`src/rtl/cntwait_pkg.sv`:
```
package cntwait_pkg;

    // Cycle budget of one wait instruction, counted from the start cycle.
    localparam int MIN_CYC    = 6;
    localparam int NOP_CYC    = 4;
    localparam int RESUME_LAT = 2;
    // First cycle index in which the counter is compared.
    localparam int CMP_STAGE  = MIN_CYC - 1 - RESUME_LAT;
    localparam int PH_W       = $clog2(NOP_CYC + MIN_CYC);

    typedef enum logic [2:0] {
        SQ_IDLE,
        SQ_SKIP,
        SQ_SETUP,
        SQ_HUNT,
        SQ_ARM,
        SQ_FIN
    } seq_state_e;

    typedef struct packed {
        logic busy;
        logic hunting;
        logic last;
        logic writes;
        logic accept;
    } seq_view_t;

endpackage

```
`src/rtl/cntwait_seq.sv`:
```
module cntwait_seq
    import cntwait_pkg::*;
(
    input  logic      clk,
    input  logic      rst,
    input  logic      start,
    input  logic      cond_en,
    input  logic      hit,
    output seq_view_t view
);

    seq_state_e           st;
    logic [PH_W-1:0]      ph;
    logic                 last_c;
    logic                 accept_c;

    always_comb begin
        last_c   = (st == SQ_FIN) ||
                   ((st == SQ_SKIP) && (ph == PH_W'(NOP_CYC - 1)));
        accept_c = start && ((st == SQ_IDLE) || last_c);

        view.busy    = (st != SQ_IDLE);
        view.hunting = (st == SQ_HUNT);
        view.last    = last_c;
        view.writes  = (st == SQ_FIN);
        view.accept  = accept_c;
    end

    always_ff @(posedge clk) begin
        if (rst) begin
            st <= SQ_IDLE;
            ph <= '0;
        end else if (accept_c) begin
            st <= cond_en ? SQ_SETUP : SQ_SKIP;
            ph <= PH_W'(1);
        end else begin
            case (st)
                SQ_SKIP: begin
                    if (last_c) st <= SQ_IDLE;
                    else        ph <= ph + 1'b1;
                end
                SQ_SETUP: begin
                    ph <= ph + 1'b1;
                    if (ph == PH_W'(CMP_STAGE - 1)) st <= SQ_HUNT;
                end
                SQ_HUNT: begin
                    if (hit) st <= SQ_ARM;
                end
                SQ_ARM:  st <= SQ_FIN;
                SQ_FIN:  st <= SQ_IDLE;
                default: st <= SQ_IDLE;
            endcase
        end
    end

endmodule

```
`src/rtl/cntwait_cmp.sv`:
```
module cntwait_cmp #(
    parameter int CNT_W  = 32,
    parameter int LANE_W = 8
) (
    input  logic [CNT_W-1:0] cnt,
    input  logic [CNT_W-1:0] target,
    input  logic             hunting,
    output logic             hit
);

    localparam int LANES = (CNT_W + LANE_W - 1) / LANE_W;
    localparam int PAD_W = LANES * LANE_W;

    logic [PAD_W-1:0] cnt_p;
    logic [PAD_W-1:0] tgt_p;
    logic [LANES-1:0] lane_eq;

    assign cnt_p = PAD_W'(cnt);
    assign tgt_p = PAD_W'(target);

    for (genvar g = 0; g < LANES; g++) begin : g_lane
        assign lane_eq[g] = (cnt_p[g*LANE_W +: LANE_W] == tgt_p[g*LANE_W +: LANE_W]);
    end

    assign hit = hunting && (&lane_eq);

endmodule

```
`src/rtl/cntwait_wb.sv`:
```
module cntwait_wb #(
    parameter int CNT_W = 32
) (
    input  logic             clk,
    input  logic             rst,
    input  logic             accept,
    input  logic [CNT_W-1:0] dst_val,
    input  logic [CNT_W-1:0] src_val,
    output logic [CNT_W-1:0] target,
    output logic [CNT_W-1:0] result
);

    logic [CNT_W-1:0] tgt_q;
    logic [CNT_W-1:0] inc_q;

    always_ff @(posedge clk) begin
        if (rst) begin
            tgt_q <= '0;
            inc_q <= '0;
        end else if (accept) begin
            tgt_q <= dst_val;
            inc_q <= src_val;
        end
    end

    assign target = tgt_q;
    assign result = tgt_q + inc_q;

endmodule

```
`src/rtl/cntwait_unit.sv`:
```
module cntwait_unit
    import cntwait_pkg::*;
#(
    parameter int CNT_W  = 32,
    parameter int LANE_W = 8
) (
    input  logic             clk,
    input  logic             rst,
    input  logic             start,
    input  logic             cond_en,
    input  logic [CNT_W-1:0] dst_val,
    input  logic [CNT_W-1:0] src_val,
    input  logic [CNT_W-1:0] cnt,
    output logic             stall,
    output logic             resume,
    output logic             wr_en,
    output logic [CNT_W-1:0] wr_data
);

    seq_view_t        view;
    logic             hit;
    logic [CNT_W-1:0] target;
    logic [CNT_W-1:0] result;

    cntwait_seq u_seq (
        .clk     (clk),
        .rst     (rst),
        .start   (start),
        .cond_en (cond_en),
        .hit     (hit),
        .view    (view)
    );

    cntwait_cmp #(.CNT_W(CNT_W), .LANE_W(LANE_W)) u_cmp (
        .cnt     (cnt),
        .target  (target),
        .hunting (view.hunting),
        .hit     (hit)
    );

    cntwait_wb #(.CNT_W(CNT_W)) u_wb (
        .clk     (clk),
        .rst     (rst),
        .accept  (view.accept),
        .dst_val (dst_val),
        .src_val (src_val),
        .target  (target),
        .result  (result)
    );

    assign stall   = view.busy && !view.last;
    assign resume  = view.last;
    assign wr_en   = view.writes;
    assign wr_data = result;

endmodule

```
`config.mk`:
```
export PLATFORM = sky130hd
export DESIGN_NAME = cntwait_unit
export DESIGN_NICKNAME = d
export VERILOG_FILES = /design/src/rtl/cntwait_pkg.sv /design/src/rtl/cntwait_seq.sv /design/src/rtl/cntwait_cmp.sv /design/src/rtl/cntwait_wb.sv /design/src/rtl/cntwait_unit.sv
export SDC_FILE = /design/constraint.sdc
export NUM_CORES = 1
export LEC_CHECK = 0
export BUFFER_PORTS_ARGS = -buffer_cell sky130_fd_sc_hd__buf_2
export CELL_PAD_IN_SITES_DETAIL_PLACEMENT = 1
export CELL_PAD_IN_SITES_GLOBAL_PLACEMENT = 2
export CORE_MARGIN = 2
export CORE_UTILIZATION = 33
export CTS_CLUSTER_DIAMETER = 30
export CTS_CLUSTER_SIZE = 24
export DETAILED_ROUTE_END_ITERATION = 10
export PLACE_DENSITY = 0.93
export SLEW_MARGIN = 20
export SYNTH_ARGS = -nofsm -noshare
export SYNTH_HDL_FRONTEND = slang
export SYNTH_HIERARCHICAL = 1
export SYNTH_SLANG_ARGS = --single-unit
```
`constraint.sdc`:
```
create_clock -name clk -period 7.05 [get_ports clk]
set_clock_uncertainty 0.2 [all_clocks]
set_input_delay 0.705 -clock clk [delete_from_list [all_inputs] [get_ports clk]]
set_output_delay 0.705 -clock clk [all_outputs]
set_load 0.01 [all_outputs]
```
==> results.toml, run 1 <==
[run_status]
outcome = "completed"

[final_layout]
layout_common_cells = "buf_2, nor2_1, dfxtp_1"
drive_gt1_share_pct = 25.0
fillers = 1746
area_growth_pct = 22.3
mostFrequentLayoutCell = "buf_2"
num-nets-final = 807
utilization_pct = 41.1
register_area_mm2 = 0.00142
multi_input_area_mm2 = 0.00328

[critical_path]
path_max_fanout = 4
end_kind = "output port"
crit_slowest_cell = "a2111oi_0"
reg2reg_depth = 6
critPathMaxStageDelay_ns = 0.63
required_ns = 6.14
criticalPathCategory = "reg -> out"
r2r_start = "u_seq/ph[1]"
crit_top_cell = "a21oi_1"
path_cells = "ha_1 > a21oi_1 > o311ai_0 > nor2_1 > o21ai_2 > a2111oi_0 > o21ai_1 > a21oi_1 > xnor2_1 > buf_2"
r2r_slack_ns = 4.27
r2r_end = "u_wb/target[17]"
arrival_ns = 3.17
start_kind = "flop"

[cts]
cts_buffers = 9
ctsResizeCount = 0
hold_buffers = 0
cts_setup_buffers = 0
clock_latency_ns = 0.34
cts_sinks = 71
path_clk_slew_ns = 0.06
cts-root-buf = "clkbuf_16"
htree_levels = 3
cts_tree = "built"
clockBufferDepth = 2

[synth]
synth_compound_area_share_pct = 17.3
synthXorXnorAreaFrac_pct = 11.4
synth_mux_area_share_pct = 13.2
synth-seq-cells = 71
yosysWarningCount = 6
synth_flop_cell = "dfxtp_1"
synth_edf_count = 0
syn-instance-count = 554
yosys.cell_types.count = 66
synthesis.area_mm2 = 0.00485
synthesis.nets = 688
synthArstFlopShare_pct = 0
syn_avg_cell_area_um2 = 8.75
yosys.area_share.simple_pct = 16.8
synthAdderAreaFrac_pct = 8.93
synth_top_family_by_area = "compound AO/OA/AOI/OAI gates"
yosysSeqAreaShare_pct = 29.3

[global_routing]
grt_pass1_wl_mm = 25.0
gr-total-overflow = 0
grt_max_degree = 69
grt_pass1_vias = 4831
grt_usage_pct = 19.9
antenna_found_initial = 2

[worst_hold_path]
min_from = "u_wb/inc_q[6]"
hold_path.class = "reg -> reg"
whs_endpoint = "u_wb/inc_q[6]"
hold_depth = 2

[pwr]
ir_worst_vdd_mv = 0.111
seqPwrFrac_pct = 37.7
switchingPower_uw = 392
switching_share_pct = 31.8
internal_power_uw = 841
leakage_uw = 0.00284
clkPwrFrac_pct = 34.9
pwr-share-comb_pct = 27.3
power_density_mw_per_mm2 = 208

[floorplanning]
start_util_pct = 33.6
rows = 44
io_pins = 135
die_h_um = 125
core_mm2 = 0.0144
dieArea_mm2 = 0.0157
die_w_um = 125

[drt]
first_pass_iters = 4
route.antenna.remaining_nets = 0
via_per_inst = 5.22
wl_per_cell_um = 18.1
drc = 0
num_vias = 4500
drt_iter0_markers = 216
wirelength_mm = 15.6

[place]
dp_hpwl_mm = 12.1
place_ws_ns = 3.38
port-buffer-count = 134
gp_congestion = 0.844

[sta]
worst_pin_slew_ns = 0.827
worst_slack_ns = 2.97
hold_viol_final = 0
tns_ns = 0
max_freq_mhz = 245
slew_headroom_pct = 44.9
fin_crit_ns = 4.08
slew_viol_final = 0
fin_crit_sh_pct = 57.9
rsz0062_at_grt = "false"
setup_viol = 0

[flow_run]
max_cap_violations = 0
## layout make-up
| class | instances | share of cell area (%) |
|---|---|---|
| diodes | 3 | 0.127 |
| repair buffers | 136 | 11.6 |
| clock inverters | 1 | 0.0844 |
| flip-flops and latches | 71 | 24.0 |
| well taps | 184 | 3.88 |
| inverters | 8 | 0.507 |
| clock buffers | 12 | 4.50 |
| multi-input cells | 447 | 55.3 |
## cells by family after synthesis
group,Yosys count
and+or+nand+nor,170
AOI/OAI and AO/OA,116
DFF,71
muxes,64
xor gates and xnor gates,63
buffers and inverters,36
adders and majority gates,34
## worst max-delay path, delay by kind of cell, from the launching register on
kind	cells	cell delay, ns
AO/OA/AOI/OAI	6	1.65
XOR/XNOR	1	0.15
flip-flops	1	0.34
adder cells (fa/ha/maj)	1	0.37
buffers and inverters	1	0.16
AND/OR/NAND/NOR	1	0.18
## worst max-delay path by stage
stage | startpoint | end | slack [ns] | cells after the start
floorplan | u_wb/target[0] | wr_data[28] | 3.75 | 10
global placement | u_wb/target[22] | wr_data[28] | 3.45 | 10
detailed placement | u_wb/target[4] | wr_data[29] | 3.38 | 10
CTS | u_wb/target[7] | wr_data[31] | 3.01 | 9
global route | u_wb/target[7] | wr_data[31] | 2.76 | 9
finish | u_wb/target[4] | wr_data[29] | 2.97 | 10
## metal layers
layer / wire length [µm] / vias up / track usage (%)
met5: 0 / - / 0
met4: 412 / 0 / 9.08
met3: 471 / 26 / 2.18
met2: 7980 / 100 / 36.1
met1: 6740 / 2157 / 23.5
li1: - / 2217 / -
## registers in the layout, summed over array words and instances (netlist names)
| signal | flops |
|---|---|
| u_seq/st | 3 |
| u_wb/target | 32 |
| u_wb/inc_q | 32 |
| u_seq/ph | 4 |
## Yosys cell counts (all sizes together), types with 13 or more instances
cell type  count  area [µm²]
mux2i         64         641
buf           14        66.3
xor2          42         368
nand2         22        82.6
o21ai         21         120
xnor2         21         184
ha            33         413
a21o          13        97.6
a21oi         42         218
nor2          87         327
clkbuf        14        52.6
dfxtp         71        1420
## per-stage QoR
step                      instance area (µm²)  power, µW  std cells  hold WS (ns)
final                                    5930       1230        862         0.301
after CTS                                5920       1250        859         0.306
after floorplan                          4850        687        554         0.265
after global placement                   5650        798        846         0.278
after detailed placement                 5650        810        846         0.291
after global routing                     5930       1300        861         0.340
## power by group through the flow
stage | sequential, µW | combinational (µW) | clock [µW]
global placement | 471 | 327 | 0
finish | 465 | 337 | 431
floorplan | 458 | 229 | 0
detailed placement | 473 | 337 | 0
global route | 469 | 371 | 459
CTS | 465 | 340 | 443
No activity file was read; power rests on OpenSTA's default activity.
==> run 2, diff against run 1 <==
--- a/config.mk
+++ b/config.mk
@@ -9,11 +9,11 @@
 export CELL_PAD_IN_SITES_DETAIL_PLACEMENT = 1
 export CELL_PAD_IN_SITES_GLOBAL_PLACEMENT = 2
 export CORE_MARGIN = 2
-export CORE_UTILIZATION = 33
+export CORE_UTILIZATION = 31
 export CTS_CLUSTER_DIAMETER = 30
 export CTS_CLUSTER_SIZE = 24
 export DETAILED_ROUTE_END_ITERATION = 10
-export PLACE_DENSITY = 0.93
+export PLACE_DENSITY = 0.89
 export SLEW_MARGIN = 20
 export SYNTH_ARGS = -nofsm -noshare
 export SYNTH_HDL_FRONTEND = slang
==> constraint.sdc (replaced) <==
create_clock -name clk -period 4.2 [get_ports clk]
set_clock_uncertainty 0.2 [all_clocks]
set_input_delay 0.42 -clock clk [delete_from_list [all_inputs] [get_ports clk]]
set_output_delay 0.42 -clock clk [all_outputs]
set_load 0.01 [all_outputs]
==> run 2 against run 1 <==
  * Count of clock-buffer cells in the layout grew 1
  * Critical path depth shrank 1
  * Combinational power grew 70%
  * First-iteration DRC count grew 11%
  * Design area grew 1.5%
  * Wire length grew 1.2%
  * Non-clock buffer count is the same
  * Sequential share of layout area shrank 0.35 points
  * Sequential power grew 68%
  * Global-route usage shrank 0.78 points
  * Critical endpoint is now wr_data[31]
==> results.toml, run 2 (synthesis gave the netlist of run 1 again) <==
[sta]
hold_viol_final = 0
setup_viol = 0
worst_pin_slew_ns = 0.656
timing.hold.ws_ns = 0.111
slew_viol_final = 0
fin_crit_sh_pct = 89.9
fin_crit_ns = 3.77
slew_headroom_pct = 56.2
tns_ns = 0
rsz0062_at_grt = "false"
max_freq_mhz = 265

[critical_path]
path_cells = "ha_1 > nand2_1 > a2111oi_0 > nor2_1 > o21ai_2 > a22o_1 > a21oi_1 > a311oi_1 > buf_2"
path_max_fanout = 6
critPathMaxStageDelay_ns = 0.50
crit_slowest_cell = "a2111oi_0"
start_kind = "flop"
end_kind = "output port"
arrival_ns = 3.15
criticalPathCategory = "reg -> out"
required_ns = 3.58

[global_routing]
met3_usage_pct = 2.56
use_met2_pct = 34.3
use_met1_pct = 23.0
grt_pass1_vias = 4775
grt_pass1_wl_mm = 24.6
grt_usage_pct = 19.1
antenna_found_initial = 0
grt_max_degree = 47
gr-total-overflow = 0
grt-busiest-layer = "met2"

[cts]
cts_buffers = 9
htree_levels = 3
cts_tree = "built"
clockBufferDepth = 2
cts_setup_buffers = 0
cts-root-buf = "clkbuf_16"
clock_latency_ns = 0.34
path_clk_slew_ns = 0.06
ctsResizeCount = 0
cts_sinks = 71
hold_buffers = 0

[drt]
via_per_inst = 5.01
drt_iter0_markers = 240
drc = 0
route.antenna.remaining_nets = 0
first_pass_iters = 4
wl_per_cell_um = 17.8
wirelength_mm = 15.8
num_vias = 4451

[final_layout]
area_growth_pct = 24.1
mostFrequentLayoutCell = "buf_2"
antennaDiodeCount = 0
num-nets-final = 807
drive_gt1_share_pct = 25.1
layout_common_cells = "buf_2, nor2_1, dfxtp_1"

[pwr]
power_density_mw_per_mm2 = 367
ir_worst_vdd_mv = 0.189
clkPwrFrac_pct = 38.7
switching_share_pct = 30.8
seqPwrFrac_pct = 35.4
total_power_uw = 2210
internal_power_uw = 1530
switchingPower_uw = 680
pwr-share-comb_pct = 25.9
leakage_uw = 0.00286

[floorplanning]
io_pins = 135
dieArea_mm2 = 0.0167
rows = 45
die_h_um = 129
die_w_um = 129
core_mm2 = 0.0153
start_util_pct = 31.8

[place]
gp_congestion = 0.842
dp_hpwl_mm = 12.6
port-buffer-count = 134

[worst_hold_path]
hold_path.class = "in -> reg"

[run_status]
outcome = "completed"

[flow_run]
max_cap_violations = 0
run 2: cell types whose count changed in the layout (fill, tap and decap cells not counted):
cell	before	now
buf_6	1	0
clkbuf_1	0	2
clkbuf_8	3	2
diode_2	3	0
bufinv_16	0	2
buf_12	0	1
run 2: worst paths after layout:
path | endpoint | start | slack [ns] | depth (start not counted)
setup / recovery | wr_data[31] | u_wb/target[7] | 0.43 | 9
hold / removal | u_wb/target[11] | dst_val[11] | 0.11 | 3
setup reg to reg | u_wb/target[12] | u_seq/ph[0] | 1.57 | 6
hold reg to reg | u_wb/inc_q[11] | u_wb/inc_q[11] | 0.30 | 2
run 2: area by class of cell:
cell class	count	area, µm²
clock buffer	13	260
sequential	71	1420
inverter	8	30.0
clock inverter	3	65.1
fill	1828	9240
tap	211	264
timing repair buffer	136	698
multi-input combinational	447	3280
run 2: through the flow:
step | util (%) | instances | cell area [µm²] | setup WS, ns
floorplan | - | 554 | 4850 | 1.18
global placement | 37.3 | 873 | 5690 | 0.830
detailed placement | 37.3 | 873 | 5690 | 0.818
CTS | 39.4 | 889 | 6020 | 0.421
global route | 39.4 | 889 | 6020 | 0.246
finish | 39.4 | 889 | 6020 | 0.426
run 2: power groups by stage:
stage / logic (µW) / registers, µW / clock network [µW]
global route: 625 / 787 / 904
floorplan: 384 / 770 / 0
CTS: 576 / 780 / 877
finish: 572 / 780 / 854
global placement: 558 / 791 / 0
detailed placement: 571 / 794 / 0
run 2: routing by layer:
metal,share of wire [%],vias to the layer above
met5,0,-
met4,2.6,0
met3,2.8,22
met2,51,90
met1,44,2129
li1,-,2210
run 2: critical path: cells and delay by family, from the launching register on:
family	cells	cell delay [ns]
DFF	1	0.37
and+or+nand+nor	2	0.28
buffers and inverters	1	0.20
adders and majority gates	1	0.46
AOI/OAI and AO/OA	5	1.49
==> run 3, diff against run 2 <==
--- a/config.mk
+++ b/config.mk
@@ -5,14 +5,16 @@
 export SDC_FILE = /design/constraint.sdc
 export NUM_CORES = 1
 export LEC_CHECK = 0
+export ABC_AREA = 1
 export BUFFER_PORTS_ARGS = -buffer_cell sky130_fd_sc_hd__buf_2
 export CELL_PAD_IN_SITES_DETAIL_PLACEMENT = 1
 export CELL_PAD_IN_SITES_GLOBAL_PLACEMENT = 2
 export CORE_MARGIN = 2
-export CORE_UTILIZATION = 31
+export CORE_UTILIZATION = 27
 export CTS_CLUSTER_DIAMETER = 30
 export CTS_CLUSTER_SIZE = 24
 export DETAILED_ROUTE_END_ITERATION = 10
+export GPL_ROUTABILITY_DRIVEN = 0
 export PLACE_DENSITY = 0.89
 export SLEW_MARGIN = 20
 export SYNTH_ARGS = -nofsm -noshare
==> run 3 against run 2 <==
  * Via count grew 39%
  * Design area grew 13%
  * Count of clock-buffer cells in the layout is the same
  * Wire length grew 28%
  * Utilization shrank 5.8 points
  * Non-clock buffer count grew 1
  * Sequential power grew 25%
  * Die area grew 31%
  * Fmax grew 26%
  * Sequential share of layout area shrank 2.7 points
  * Sequential cell count is the same
  * Critical path type unchanged
  * Largest power group is now combinational cells
==> results.toml, run 3 <==
[run_status]
outcome = "completed"

[critical_path]
crit_top_cell = "nand2_1"
reg2reg_depth = 11
path_buf_inv = 1
critical_path_cell_count = 13
end_kind = "output port"
start_kind = "flop"
crit_slowest_cell = "fa_1"
criticalPathCategory = "reg -> out"
critPathMaxStageDelay_ns = 0.48
r2r_end = "u_wb/target[22]"
path_max_fanout = 4
r2r_slack_ns = 1.71
cp_top_family = "simple AND/OR/NAND/NOR gates"
required_ns = 3.58
path_cells = "ha_1 > fa_1 > nand3_1 > nand3_1 > nand2_1 > nand2_2 > nand2_1 > nand2_2 > nand2_1 > nand2_1 > nand2_1 > nand2_1 > buf_2"
worstSetupEndpoint = "wr_data[28]"
arrival_ns = 2.39
r2r_start = "u_seq/ph[1]"
worstSetupStartpoint = "u_wb/target[0]"

[synth]
yosys.cell_types.count = 27
syn_avg_cell_area_um2 = 5.67
synthesis.area_mm2 = 0.00558
yosys-top-cells-area = "nand2_1, dfxtp_1, inv_1"
synthArstFlopShare_pct = 0
synth_flop_cell = "dfxtp_1"
yosysSeqAreaShare_pct = 25.5
synth_top_cell_by_area = "nand2_1"
synth_most_common_cell = "nand2_1"
synth_top_area_share_pct = 28.9
yosysWarningCount = 6
synth-seq-cells = 71
synthesis.nets = 1118
syn-instance-count = 984
ys_top_cells_by_count = "nand2_1, inv_1, a21oi_1"
synth_edf_count = 0

[floorplanning]
dieArea_mm2 = 0.0218
start_util_pct = 27.6
die_h_um = 148
core_mm2 = 0.0202
rows = 52
die_w_um = 148
io_pins = 135

[global_routing]
grt_max_degree = 65
grt_usage_pct = 19.0
grt_pass1_wl_mm = 32.4
gr-total-overflow = 0
grt_pass1_vias = 6366
antenna_found_initial = 0

[cts]
path_clk_slew_ns = 0.06
htree_levels = 3
clockBufferDepth = 2
hold_buffers = 0
cts_setup_buffers = 0
cts_sinks = 71
cts_tree = "built"
cts-root-buf = "clkbuf_16"
cts_buffers = 9
clock_latency_ns = 0.33
ctsResizeCount = 0

[pwr]
total_power_uw = 3270
power_density_mw_per_mm2 = 481
leakage_uw = 0.00388
ir_worst_vdd_mv = 0.278

[place]
dp.cells = 1369
port-buffer-count = 134
dp_hpwl_mm = 17.0

[drt]
route.antenna.remaining_nets = 0
wirelength_mm = 20.3
drt_iter0_markers = 198
num_vias = 6177
first_pass_iters = 4
wl_per_cell_um = 14.6
via_per_inst = 4.46
drc = 0

[sta]
setup_viol = 0
timing.hold.ws_ns = 0.131
fin_crit_sh_pct = 71.6
slew_headroom_pct = 52.6
hold_viol_final = 0
fin_crit_ns = 3.01
rsz0062_at_grt = "false"
worst_pin_slew_ns = 0.709
tns_ns = 0
max_freq_mhz = 333
slew_viol_final = 0

[final_layout]
mostFrequentLayoutCell = "nand2_1"
area_growth_pct = 22.0
utilization_pct = 33.6
num-nets-final = 1244
fillers = 2800
layout_common_cells = "nand2_1, inv_1, buf_2"
drive_gt1_share_pct = 15.9
antennaDiodeCount = 0
finalNonFillerCells = 1385

[worst_hold_path]
hold_depth = 3
hold_path.class = "in -> reg"

[flow_run]
max_cap_violations = 0
-- run 3: cell types whose count changed after synthesis, moves of 9 or more --
cell	change
nor2_1	-25
xor2_1	-23
xnor2_1	-15
nand2_1	+408
inv_1	+157
a21o_1	-12
nand3_1	+26
mux2i_1	-64
a21oi_1	+48
nand2_2	+14
o21ai_0	-9
-- run 3: cell type report --
| type | count | area [µm²] | share of cell area (%) |
|---|---|---|---|
| clock buffer | 13 | 250 | 3.68 |
| clock inverter | 3 | 42.5 | 0.625 |
| inverter | 169 | 634 | 9.33 |
| multi-input combinational | 722 | 3420 | 50.3 |
| sequential | 71 | 1420 | 20.9 |
| tap | 270 | 338 | 4.97 |
| timing repair buffer | 137 | 693 | 10.2 |
-- run 3: stage by stage --
stage / worst slack, ns / cell area, µm²
finish: 1.19 / 6800
global route: 0.951 / 6800
CTS: 1.18 / 6800
detailed placement: 1.55 / 6510
global placement: 1.61 / 6510
floorplan: 1.90 / 5580
-- run 3: metal layers --
layer	vias up	part of all wire [%]	global-route usage, %
met1	2827	49	25.6
met5	-	0	0
met3	14	3.7	2.59
met2	110	46	31.6
li1	3226	-	-
met4	0	1.5	5.67
-- run 3: how the worst min path moves through the flow --
stage                      startpoint  slack, ns              to
after floorplan           u_seq/ph[3]       0.24     u_seq/ph[3]
after global placement    u_seq/ph[3]       0.25     u_seq/ph[3]
after detailed placement  u_seq/ph[3]       0.25     u_seq/ph[3]
after CTS                 src_val[31]       0.12  u_wb/inc_q[31]
after global routing       src_val[4]       0.13   u_wb/inc_q[4]
final                     src_val[31]       0.13  u_wb/inc_q[31]
-- run 3: cells by family (layout without fill, tap and decap cells) --
group                      count (synthesis)  count (layout)  synth area share, %
AOI/OAI and AO/OA                        101             101                 9.36
xor gates and xnor gates                  25              25                 3.93
adders and majority gates                 34              34                 7.76
buffers and inverters                    191             322                 13.1
DFF                                       71              71                 25.5
and+or+nand+nor                          562             562                 40.3
-- run 3: tightest hold or removal path: stages --
cell and delay [ns]:
buf_2 0.09, nand2_1 0.05, a21oi_1 0.05
-- run 3: where the power goes --
part,internal [µW],switching (µW)
combinational,532,996
clock,476,291
sequential,819,155
